<file path="src/rtl/burst_sram_pkg.sv">
package burst_sram_pkg;
  function automatic logic [1:0] burst_seq(logic [1:0] start, logic [1:0] step, logic ilv);
    return ilv ? (start ^ step) : (start + step);
  endfunction
endpackage

</file>
<file path="src/rtl/bsr_decode.sv">
module bsr_decode (
  input  logic ce1_ni,
  input  logic ce2_i,
  input  logic ce3_ni,
  input  logic adsp_ni,
  input  logic adsc_ni,
  input  logic zz_i,
  output logic sel_o,
  output logic proc_o,
  output logic strobe_o
);
  logic ctrl;
  assign sel_o    = !ce1_ni && ce2_i && !ce3_ni;
  // processor strobe needs ce1 and beats the controller strobe
  assign proc_o   = !zz_i && !adsp_ni && !ce1_ni;
  assign ctrl     = !zz_i && !adsc_ni && !proc_o;
  assign strobe_o = proc_o || ctrl;
endmodule

</file>
<file path="src/rtl/bsr_burst.sv">
module bsr_burst #(
  parameter int ADDR_W = 6
) (
  input  logic              clk_i,
  input  logic              rst_ni,
  input  logic [ADDR_W-1:0] addr_i,
  input  logic              load_i,
  input  logic              stop_i,
  input  logic              adv_i,
  input  logic              hold_i,
  input  logic              mode_i,
  output logic [ADDR_W-1:0] cur_addr_o,
  output logic              active_o,
  output logic [1:0]        step_o
);
  import burst_sram_pkg::*;
  localparam int HI_W = ADDR_W - 2;

  logic [HI_W-1:0] base_q;
  logic [1:0]      start_q, step_q, step_nxt;
  logic            active_q;

  assign step_nxt   = step_q + {1'b0, adv_i};
  assign cur_addr_o = load_i ? addr_i : {base_q, burst_seq(start_q, step_nxt, mode_i)};
  assign active_o   = active_q;
  assign step_o     = step_q;

  always_ff @(posedge clk_i or negedge rst_ni) begin
    if (!rst_ni) begin
      base_q   <= '0;
      start_q  <= '0;
      step_q   <= '0;
      active_q <= 1'b0;
    end else if (!hold_i) begin
      if (load_i) begin
        base_q   <= addr_i[ADDR_W-1:2];
        start_q  <= addr_i[1:0];
        step_q   <= '0;
        active_q <= 1'b1;
      end else if (stop_i) begin
        active_q <= 1'b0;
      end else if (active_q) begin
        step_q <= step_nxt;
      end
    end
  end
endmodule

</file>
<file path="src/rtl/bsr_array.sv">
module bsr_array #(
  parameter int ADDR_W = 6,
  parameter int BYTES  = 4,
  parameter int BYTE_W = 8
) (
  input  logic                    clk_i,
  input  logic                    rst_ni,
  input  logic                    en_i,
  input  logic [BYTES-1:0]        we_i,
  input  logic [ADDR_W-1:0]       addr_i,
  input  logic [BYTES*BYTE_W-1:0] wdata_i,
  output logic [BYTES*BYTE_W-1:0] rdata_o
);
  localparam int DEPTH = 1 << ADDR_W;

  for (genvar g = 0; g < BYTES; g++) begin : g_lane
    logic [BYTE_W-1:0] mem_q [DEPTH];
    logic [BYTE_W-1:0] rd_q;

    always_ff @(posedge clk_i) begin
      if (en_i && we_i[g]) mem_q[addr_i] <= wdata_i[g*BYTE_W +: BYTE_W];
    end

    // read-before-write on the output register
    always_ff @(posedge clk_i or negedge rst_ni) begin
      if (!rst_ni)   rd_q <= '0;
      else if (en_i) rd_q <= mem_q[addr_i];
    end

    assign rdata_o[g*BYTE_W +: BYTE_W] = rd_q;
  end
endmodule

</file>
<file path="src/rtl/burst_sram.sv">
module burst_sram #(
  parameter int ADDR_W = 6,
  parameter int BYTES  = 4,
  parameter int BYTE_W = 8
) (
  input  logic                    clk_i,
  input  logic                    rst_ni,
  input  logic [ADDR_W-1:0]       addr_i,
  input  logic                    ce1_ni,
  input  logic                    ce2_i,
  input  logic                    ce3_ni,
  input  logic                    adsp_ni,
  input  logic                    adsc_ni,
  input  logic                    adv_ni,
  input  logic                    bwe_ni,
  input  logic [BYTES-1:0]        bw_ni,
  input  logic                    oe_ni,
  input  logic                    mode_i,
  input  logic                    zz_i,
  input  logic [BYTES*BYTE_W-1:0] dq_i,
  output logic [BYTES*BYTE_W-1:0] dq_o,
  output logic                    dq_oe_o
);
  logic              sel, proc, strobe, active;
  logic [1:0]        step;
  logic [ADDR_W-1:0] cur_addr;
  logic              access, wr_ok, rd_cyc;
  logic [BYTES-1:0]  lane_we;
  logic              rd_vld_q, mask_q;

  bsr_decode u_decode (
    .ce1_ni, .ce2_i, .ce3_ni, .adsp_ni, .adsc_ni, .zz_i,
    .sel_o(sel), .proc_o(proc), .strobe_o(strobe)
  );

  bsr_burst #(.ADDR_W(ADDR_W)) u_burst (
    .clk_i, .rst_ni, .addr_i,
    .load_i(strobe && sel), .stop_i(strobe && !sel),
    .adv_i(!adv_ni), .hold_i(zz_i), .mode_i,
    .cur_addr_o(cur_addr), .active_o(active), .step_o(step)
  );

  assign access  = !zz_i && (strobe ? sel : active);
  assign wr_ok   = access && !proc && !bwe_ni;
  assign lane_we = {BYTES{wr_ok}} & ~bw_ni;
  assign rd_cyc  = access && (lane_we == '0);

  bsr_array #(.ADDR_W(ADDR_W), .BYTES(BYTES), .BYTE_W(BYTE_W)) u_array (
    .clk_i, .rst_ni, .en_i(access), .we_i(lane_we),
    .addr_i(cur_addr), .wdata_i(dq_i), .rdata_o(dq_o)
  );

  always_ff @(posedge clk_i or negedge rst_ni) begin
    if (!rst_ni) begin
      rd_vld_q <= 1'b0;
      mask_q   <= 1'b0;
    end else begin
      rd_vld_q <= rd_cyc;
      mask_q   <= rd_cyc && !active;  // first beat out of deselect
    end
  end

  assign dq_oe_o = rd_vld_q && !mask_q && !oe_ni;
endmodule

</file>
<file path="config.mk">
export PLATFORM = sky130hd
export DESIGN_NAME = burst_sram
export DESIGN_NICKNAME = d
export VERILOG_FILES = /design/src/rtl/burst_sram_pkg.sv /design/src/rtl/bsr_decode.sv /design/src/rtl/bsr_burst.sv /design/src/rtl/bsr_array.sv /design/src/rtl/burst_sram.sv
export SDC_FILE = /design/constraint.sdc
export NUM_CORES = 2
export LEC_CHECK = 0
export ABC_CLOCK_PERIOD_IN_PS = 3550
export CAP_MARGIN = 20
export CORE_MARGIN = 8
export CORE_UTILIZATION = 57
export CTS_CLUSTER_SIZE = 30
export DETAILED_ROUTE_END_ITERATION = 8
export DONT_BUFFER_PORTS = 1
export PLACE_DENSITY = 0.73
export RECOVER_POWER = 25
export SYNTH_ARGS = -nofsm -noshare
export SYNTH_HDL_FRONTEND = slang
export SYNTH_SLANG_ARGS = --single-unit
</file>
<file path="constraint.sdc">
create_clock -name clk_i -period 3.55 [get_ports clk_i]
set_input_delay 0.71 -clock clk_i [delete_from_list [all_inputs] [get_ports clk_i]]
set_output_delay 0.71 -clock clk_i [all_outputs]
set_load 0.02 [all_outputs]
</file>
# Word-level counts from Yosys, hierarchy flattened
# Memories as Yosys holds them, arrays and structs flattened. A register that Yosys moved wholly into a read port is not among the register bits.
# Cells that the tools add are included.
[classes] add_sub_neg=2 multipliers=0 div_mod_pow=0 order_cmp=0 n_eq_ne=1 n_shift=0 n_mux=16 bitwise_logic=4 n_reduce_logical=42
[ops] cell="$logic_and 1x1->1" n=19
[ops] cell="$logic_not 1->1" n=16
[ops] cell="$mux 1" n=11
[ops] cell="$mux 2" n=4
[ops] cell="$mux 6" n=1
[ops] cell="$and 4x4->4" n=1
[ops] cell="$logic_not 4->1" n=1
[ops] cell="$not 4->4" n=1
[ops] cell="$reduce_and 2->1" n=2
[ops] cell="$reduce_bool 2->1" n=2
[ops] cell="$reduce_and 3->1" n=1
[ops] cell="$add 2x1->2" n=1
[ops] cell="$add 2x2->2" n=1
[ops] cell="$ne 2x1->1 const B" n=1
[ops] cell="$xor 2x2->2" n=1
[ops] cell="$logic_or 1x1->1" n=1
[ops] cell="$not 1->1" n=1
[totals] register_bits=11 latch_bits=0 ramBits=2048 mem_bits_ro=0 in_bits=54 output_inout_bits=33 wordCells=75 n_memories=4
[memory_table] memory="u_array.g_lane[0].mem_q" words=64 width=8 read_ports=1 rd_ports_with_merged_regs=1 write_ports=1 line="bsr_array.sv:17" rtl="logic [BYTE_W-1:0] mem_q [DEPTH];"
[memory_table] memory="u_array.g_lane[1].mem_q" words=64 width=8 read_ports=1 rd_ports_with_merged_regs=1 write_ports=1 line="bsr_array.sv:17"
[memory_table] memory="u_array.g_lane[2].mem_q" words=64 width=8 read_ports=1 rd_ports_with_merged_regs=1 write_ports=1 line="bsr_array.sv:17"
[memory_table] memory="u_array.g_lane[3].mem_q" words=64 width=8 read_ports=1 rd_ports_with_merged_regs=1 write_ports=1 line="bsr_array.sv:17"

# Logic depth before layout (Yosys ltp)
[logic_depth] ltp_word=14 mapped_depth=15 depth_no_buf=11

# Hierarchy
# Synthesis repeated with hierarchy kept, for this count alone.
[hier_totals] cells_unflattened=4506 hier_area_um2=81608.3
[modules_own_cells] module="bsr_array" instances=1 cells_per_inst=4444 area_per_inst_um2=80886.3 seq_area_each_um2=62299.8
[modules_own_cells] module="bsr_burst" instances=1 cells_per_inst=41 area_per_inst_um2=541.8 seq_area_each_um2=225.2
[modules_own_cells] module="burst_sram" instances=1 cells_per_inst=17 area_per_inst_um2=156.4 seq_area_each_um2=50.0
[modules_own_cells] module="bsr_decode" instances=1 cells_per_inst=4 area_per_inst_um2=23.8 seq_area_each_um2=0.0

# Worst setup path before layout
# No wires, ideal clock.
[synth_timing] kind="input port to flip-flop" startpoint="input port adv_ni" endpoint="memory u_array.g_lane[2].mem_q[59][0], enable pin" setup_ns=0.370 arrival_time_ns=3.435 required_time_ns=3.180 slack_ns=-0.255 path_stages=13 path_buffers=5 cell_sequence="inv_1 > ha_1 > ha_1 > inv_1 > a21oi_1 > nor2_2 > buf_2 > buf_2 > buf_2 > or2_2 > clkbuf_1 > clkbuf_1 > nor2_1"
[synth_via] elab_chain_cells=5 elab_cells_between_ends=6 classes_between="2 x add/sub; 2 x mux; 1 x bitwise; 1 x reduce/logical"
[synth_lines] element="start: declaration" line="burst_sram.sv:14" rtl="input logic adv_ni,"
[synth_lines] element="$logic_not 1->1 *" line="burst_sram.sv:39" rtl=".adv_i(!adv_ni), .hold_i(zz_i), .mode_i,"
[synth_lines] element="$add 2x1->2 *" line="bsr_burst.sv:23" rtl="assign step_nxt = step_q + {1'b0, adv_i};"
[synth_lines] element="$add 2x2->2 / $xor 2x2->2 (equally long branches)" line="burst_sram_pkg.sv:3" rtl="return ilv ? (start ^ step) : (start + step);"
[synth_lines] element="$mux 2 *" line="burst_sram_pkg.sv:3"
[synth_lines] element="$mux 6 *" line="bsr_burst.sv:24" rtl="assign cur_addr_o = load_i ? addr_i : {base_q, burst_seq(start_q, step_nxt, mode_i)};"
[synth_lines] element="end: declaration" line="bsr_array.sv:17"
# Every way passes the cells marked *; elsewhere a longest branch is shown, timed or not.

# Worst setup path in the final report
[layout_timing] startpoint="register u_burst.step_q[0] (netlist: u_burst.step_o[0])" endpoint="register u_array.g_lane[0].rd_q[7] (read register of u_array.g_lane[0].mem_q)"
[layout_via] elab_chain_cells=4 elab_cells_between_ends=5 classes_between="2 x add/sub; 2 x mux; 1 x bitwise"
[layout_lines] element="start: declaration" line="bsr_burst.sv:20" rtl="logic [1:0] start_q, step_q, step_nxt;"
[layout_lines] element="start signal: assignment" line="bsr_burst.sv:43" rtl="step_q <= step_nxt;"
[layout_lines] element="$add 2x1->2 *" line="bsr_burst.sv:23"
[layout_lines] element="$add 2x2->2 / $xor 2x2->2 (equally long branches)" line="burst_sram_pkg.sv:3"
[layout_lines] element="$mux 2 *" line="burst_sram_pkg.sv:3"
[layout_lines] element="$mux 6 *" line="bsr_burst.sv:24"
[layout_lines] element="end: declaration" line="bsr_array.sv:18" rtl="logic [BYTE_W-1:0] rd_q;"
# Marked as above.
# A chain may end at the register's enable or synchronous reset.

==> impl_metrics.json <==
{
  "dr.pass1.iters": 9,
  "cts_tree": "done",
  "p_int_uw": 51800,
  "cts_root_buffer": "clkbuf_16",
  "numCtsBuffers": 195,
  "switching_share_pct": 35.5,
  "ys_seq_area_share_pct": 75.4,
  "grt_max_degree": 122,
  "fp.dieH_um": 398,
  "power_frac_comb_pct": 38.4,
  "p_clk_share_pct": 26.4,
  "grt_pass1_wl_um": 374000,
  "syn_inst": 5698,
  "fin_skew_ps": 42.6,
  "relSlewSlack_pct": -141,
  "period_share_pct": 101,
  "min_period_ps": 3570,
  "failed_checks": "max-capacitance violations, max-slew violations, negative setup slack",
  "synth_fp_nets": 5754,
  "initial_core_util_pct": 57.2,
  "avgSynthCellArea_um2": 14.6,
  "finalHoldViolCount": 0,
  "dpl.cell_count": 8055,
  "p_sw_uw": 28500,
  "setup-violations-final": 2,
  "antenna_found_initial": 9,
  "synth_ff_type": "edfxtp_1",
  "core_area_um2": 145000,
  "stdcell_area_um2": 101000,
  "cts_sinks": 2091,
  "min-delay-path-class": "primary input to flop",
  "crit_type": "flop to flop",
  "synth_warnings": 0,
  "grt_overflow": 0,
  "crit_fanout": 12,
  "clock_path_buffers": 3,
  "p_seq_share_pct": 35.2,
  "drt_wl_total_um": 265000,
  "io_pins": 87,
  "insertion_delay_ps": 850,
  "clk_pin_slew_worst_paths_ps": 60,
  "wl_per_cell_um": 31.0,
  "cap_violations": 29,
  "cp_data_required_time_ps": 4210,
  "rows": 140,
  "run_status": "complete, but fails checks",
  "viasPerCell": 6.84,
  "area_growth_pct": 21.9,
  "endpoint": "u_array.g_lane[0].rd_q[7]",
  "final_nets": 6494,
  "rsz0062_at_grt": "yes",
  "dieArea_um2": 158000,
  "worstMarginPinSlew_ps": 3610,
  "syn-cell-area_um2": 83000,
  "maxClockFrequency_mhz": 280,
  "synth_edf_count": 2048,
  "grt_pass1_vias": 56500,
  "r2r_start": "u_burst.step_o[0]",
  "drive_gt1_share_pct": 23.1,
  "port_buffers": 0,
  "drc": 0,
  "dieWidth_um": 398,
  "reg2reg_to": "u_array.g_lane[0].rd_q[7]",
  "slew_viol_final": 1663,
  "layout.cells.non_filler": 8525,
  "cp.arrival_ps": 4230,
  "startpoint_type": "flop",
  "setup_ws_ps": -20.4,
  "via_count": 58300,
  "leakagePower_uw": 0.0341,
  "nFillCells": 8996,
  "end_kind": "flop",
  "ctsHtreeMaxLevel": 4,
  "drtAntennaViolNets": 0,
  "grt_usage_pct": 31.7,
  "dp_hpwl_um": 153000,
  "final_cell_mix": "edfxtp_1 (2,048), buf_4 (791), o21ai_0 (660), nand3_1 (610), a21oi_1 (564)",
  "layout_commonest_cell": "edfxtp_1",
  "worst-r2r-cell-count": 13,
  "postPlaceCellArea_um2": 92400,
  "synthDistinctLibCells": 52,
  "crit_start": "u_burst.step_o[0]",
  "gp_congestion": 0.882,
  "async_reset_ff_share_pct": 2.06,
  "rrSetupSlack_ps": -20,
  "drtIter0Drc": 9764,
  "ir_drop_mv": 0.872,
  "ys_ff_latch": 2091,
  "power_density_nw_per_um2": 794
}
## cells in the mapped netlist, drive strengths merged (43+ instances only)
cell type	count	area share, %
buf	111	0.65
nor2	301	1.4
edfxtp	2048	74
o41ai	57	0.60
a22oi	97	0.88
a21oi	577	3.5
mux2i	263	3.2
nand3	613	3.7
mux2	63	0.85
o21ai	668	4.0
clkbuf	360	1.6
nand2	45	0.20
dfrtp	43	1.3
a2111oi	63	0.66
o22ai	170	1.3
## what timing repair did
item,4_1_cts,5_1_grt
endpoints found under the setup margin,32,115
resized for setup,91,159
hold buffers,41,3
pin swaps,13,82
endpoints found under the hold margin,1557,11
buffers inserted,7,41
cloned,3,10
## critical path, cell delays in order, from the launching register on
cell and delay (ps):
dfrtp_1 420, ha_4 200, xnor2_2 250, xnor3_2 450
a32oi_4 200, buf_12 190, buf_12 130, clkbuf_16 190
buf_12 160, a21oi_1 70, a2111oi_0 390, o22ai_1 180
nor4b_2 380, a31oi_1 140
## kinds of logic (layout without fill, tap and decap cells)
kind of cell,after synthesis,after routing,synth area share (%)
buffers and inverters,480,1385,2.32
and+or+nand+nor,1056,1058,6.17
other,0,3,0
xor gates and xnor gates,3,3,0.0663
DFF,2091,2091,75.4
muxes,326,326,4.07
AOI/OAI and AO/OA,1740,1740,12.0
adders and majority gates,2,2,0.0301
## cell type report
cell class	instances	area [µm²]	area share (%)
clock inverter	100	1150	1.14
sequential	2091	62600	61.8
clock buffer	264	5330	5.27
inverter	9	33.8	0.0334
tap	1917	2400	2.37
multi-input combinational	3129	20000	19.8
timing repair buffer	1012	9700	9.58
antenna	3	7.51	0.00742
## sequential cells by signal, summed over array words and instances, names as in the netlist
name and flops:
rd_vld_q 1, u_array.g_lane.mem_q 2048, u_burst.active_o 1, u_burst.base_q 4, mask_q 1, u_array.g_lane.rd_q 32, u_burst.start_q 2, u_burst.step_o 2
## routing by layer
| metal | wire (µm) | global-route usage [%] | up-vias |
|---|---|---|---|
| li1 | - | - | 24000 |
| met1 | 90900 | 41.8 | 28600 |
| met2 | 121000 | 49.5 | 4863 |
| met3 | 37200 | 8.88 | 847 |
| met4 | 15100 | 14.1 | 8 |
| met5 | 41 | 0 | - |
## per-stage QoR
| step | util (%) | hold WS (ps) | total power, µW | worst slack [ps] | TNS, ps |
|---|---|---|---|---|---|
| finish | 69.8 | 84.2 | 80300 | -20.4 | -32.5 |
| detailed placement | 63.7 | 417 | 54500 | -967 | -142560 |
| global placement | 63.7 | 417 | 54100 | -811 | -102200 |
| global route | 69.8 | 24.2 | 82300 | -47.1 | -243 |
| floorplan | - | 414 | 41400 | -154 | -74550 |
| CTS | 69.1 | 5.92 | 76800 | -1.79 | -1.79 |
## power groups by stage
stage | Clock [µW] | Sequential (µW) | Combinational, µW
3_3_place_gp | 0 | 28700 | 25300
6_report | 21200 | 28300 | 30900
5_1_grt | 22100 | 28300 | 31900
4_1_cts | 21200 | 28200 | 27500
2_1_floorplan | 0 | 28200 | 13200
3_5_place_dp | 0 | 28700 | 25800
## worst min-delay path by stage
stage | start | end | slack [ps] | cells after the start
after floorplan | rst_ni | mask_q | 410 | 0
after global placement | rst_ni | u_burst.start_q[0] | 420 | 0
after detailed placement | rst_ni | u_burst.start_q[0] | 420 | 0
after CTS | dq_i[6] | u_array.g_lane[0].mem_q[5][6] | 6 | 0
after global routing | dq_i[6] | u_array.g_lane[0].mem_q[36][6] | 20 | 0
final | zz_i | u_burst.active_o | 80 | 2
No activity file was read; power rests on OpenSTA's default activity.
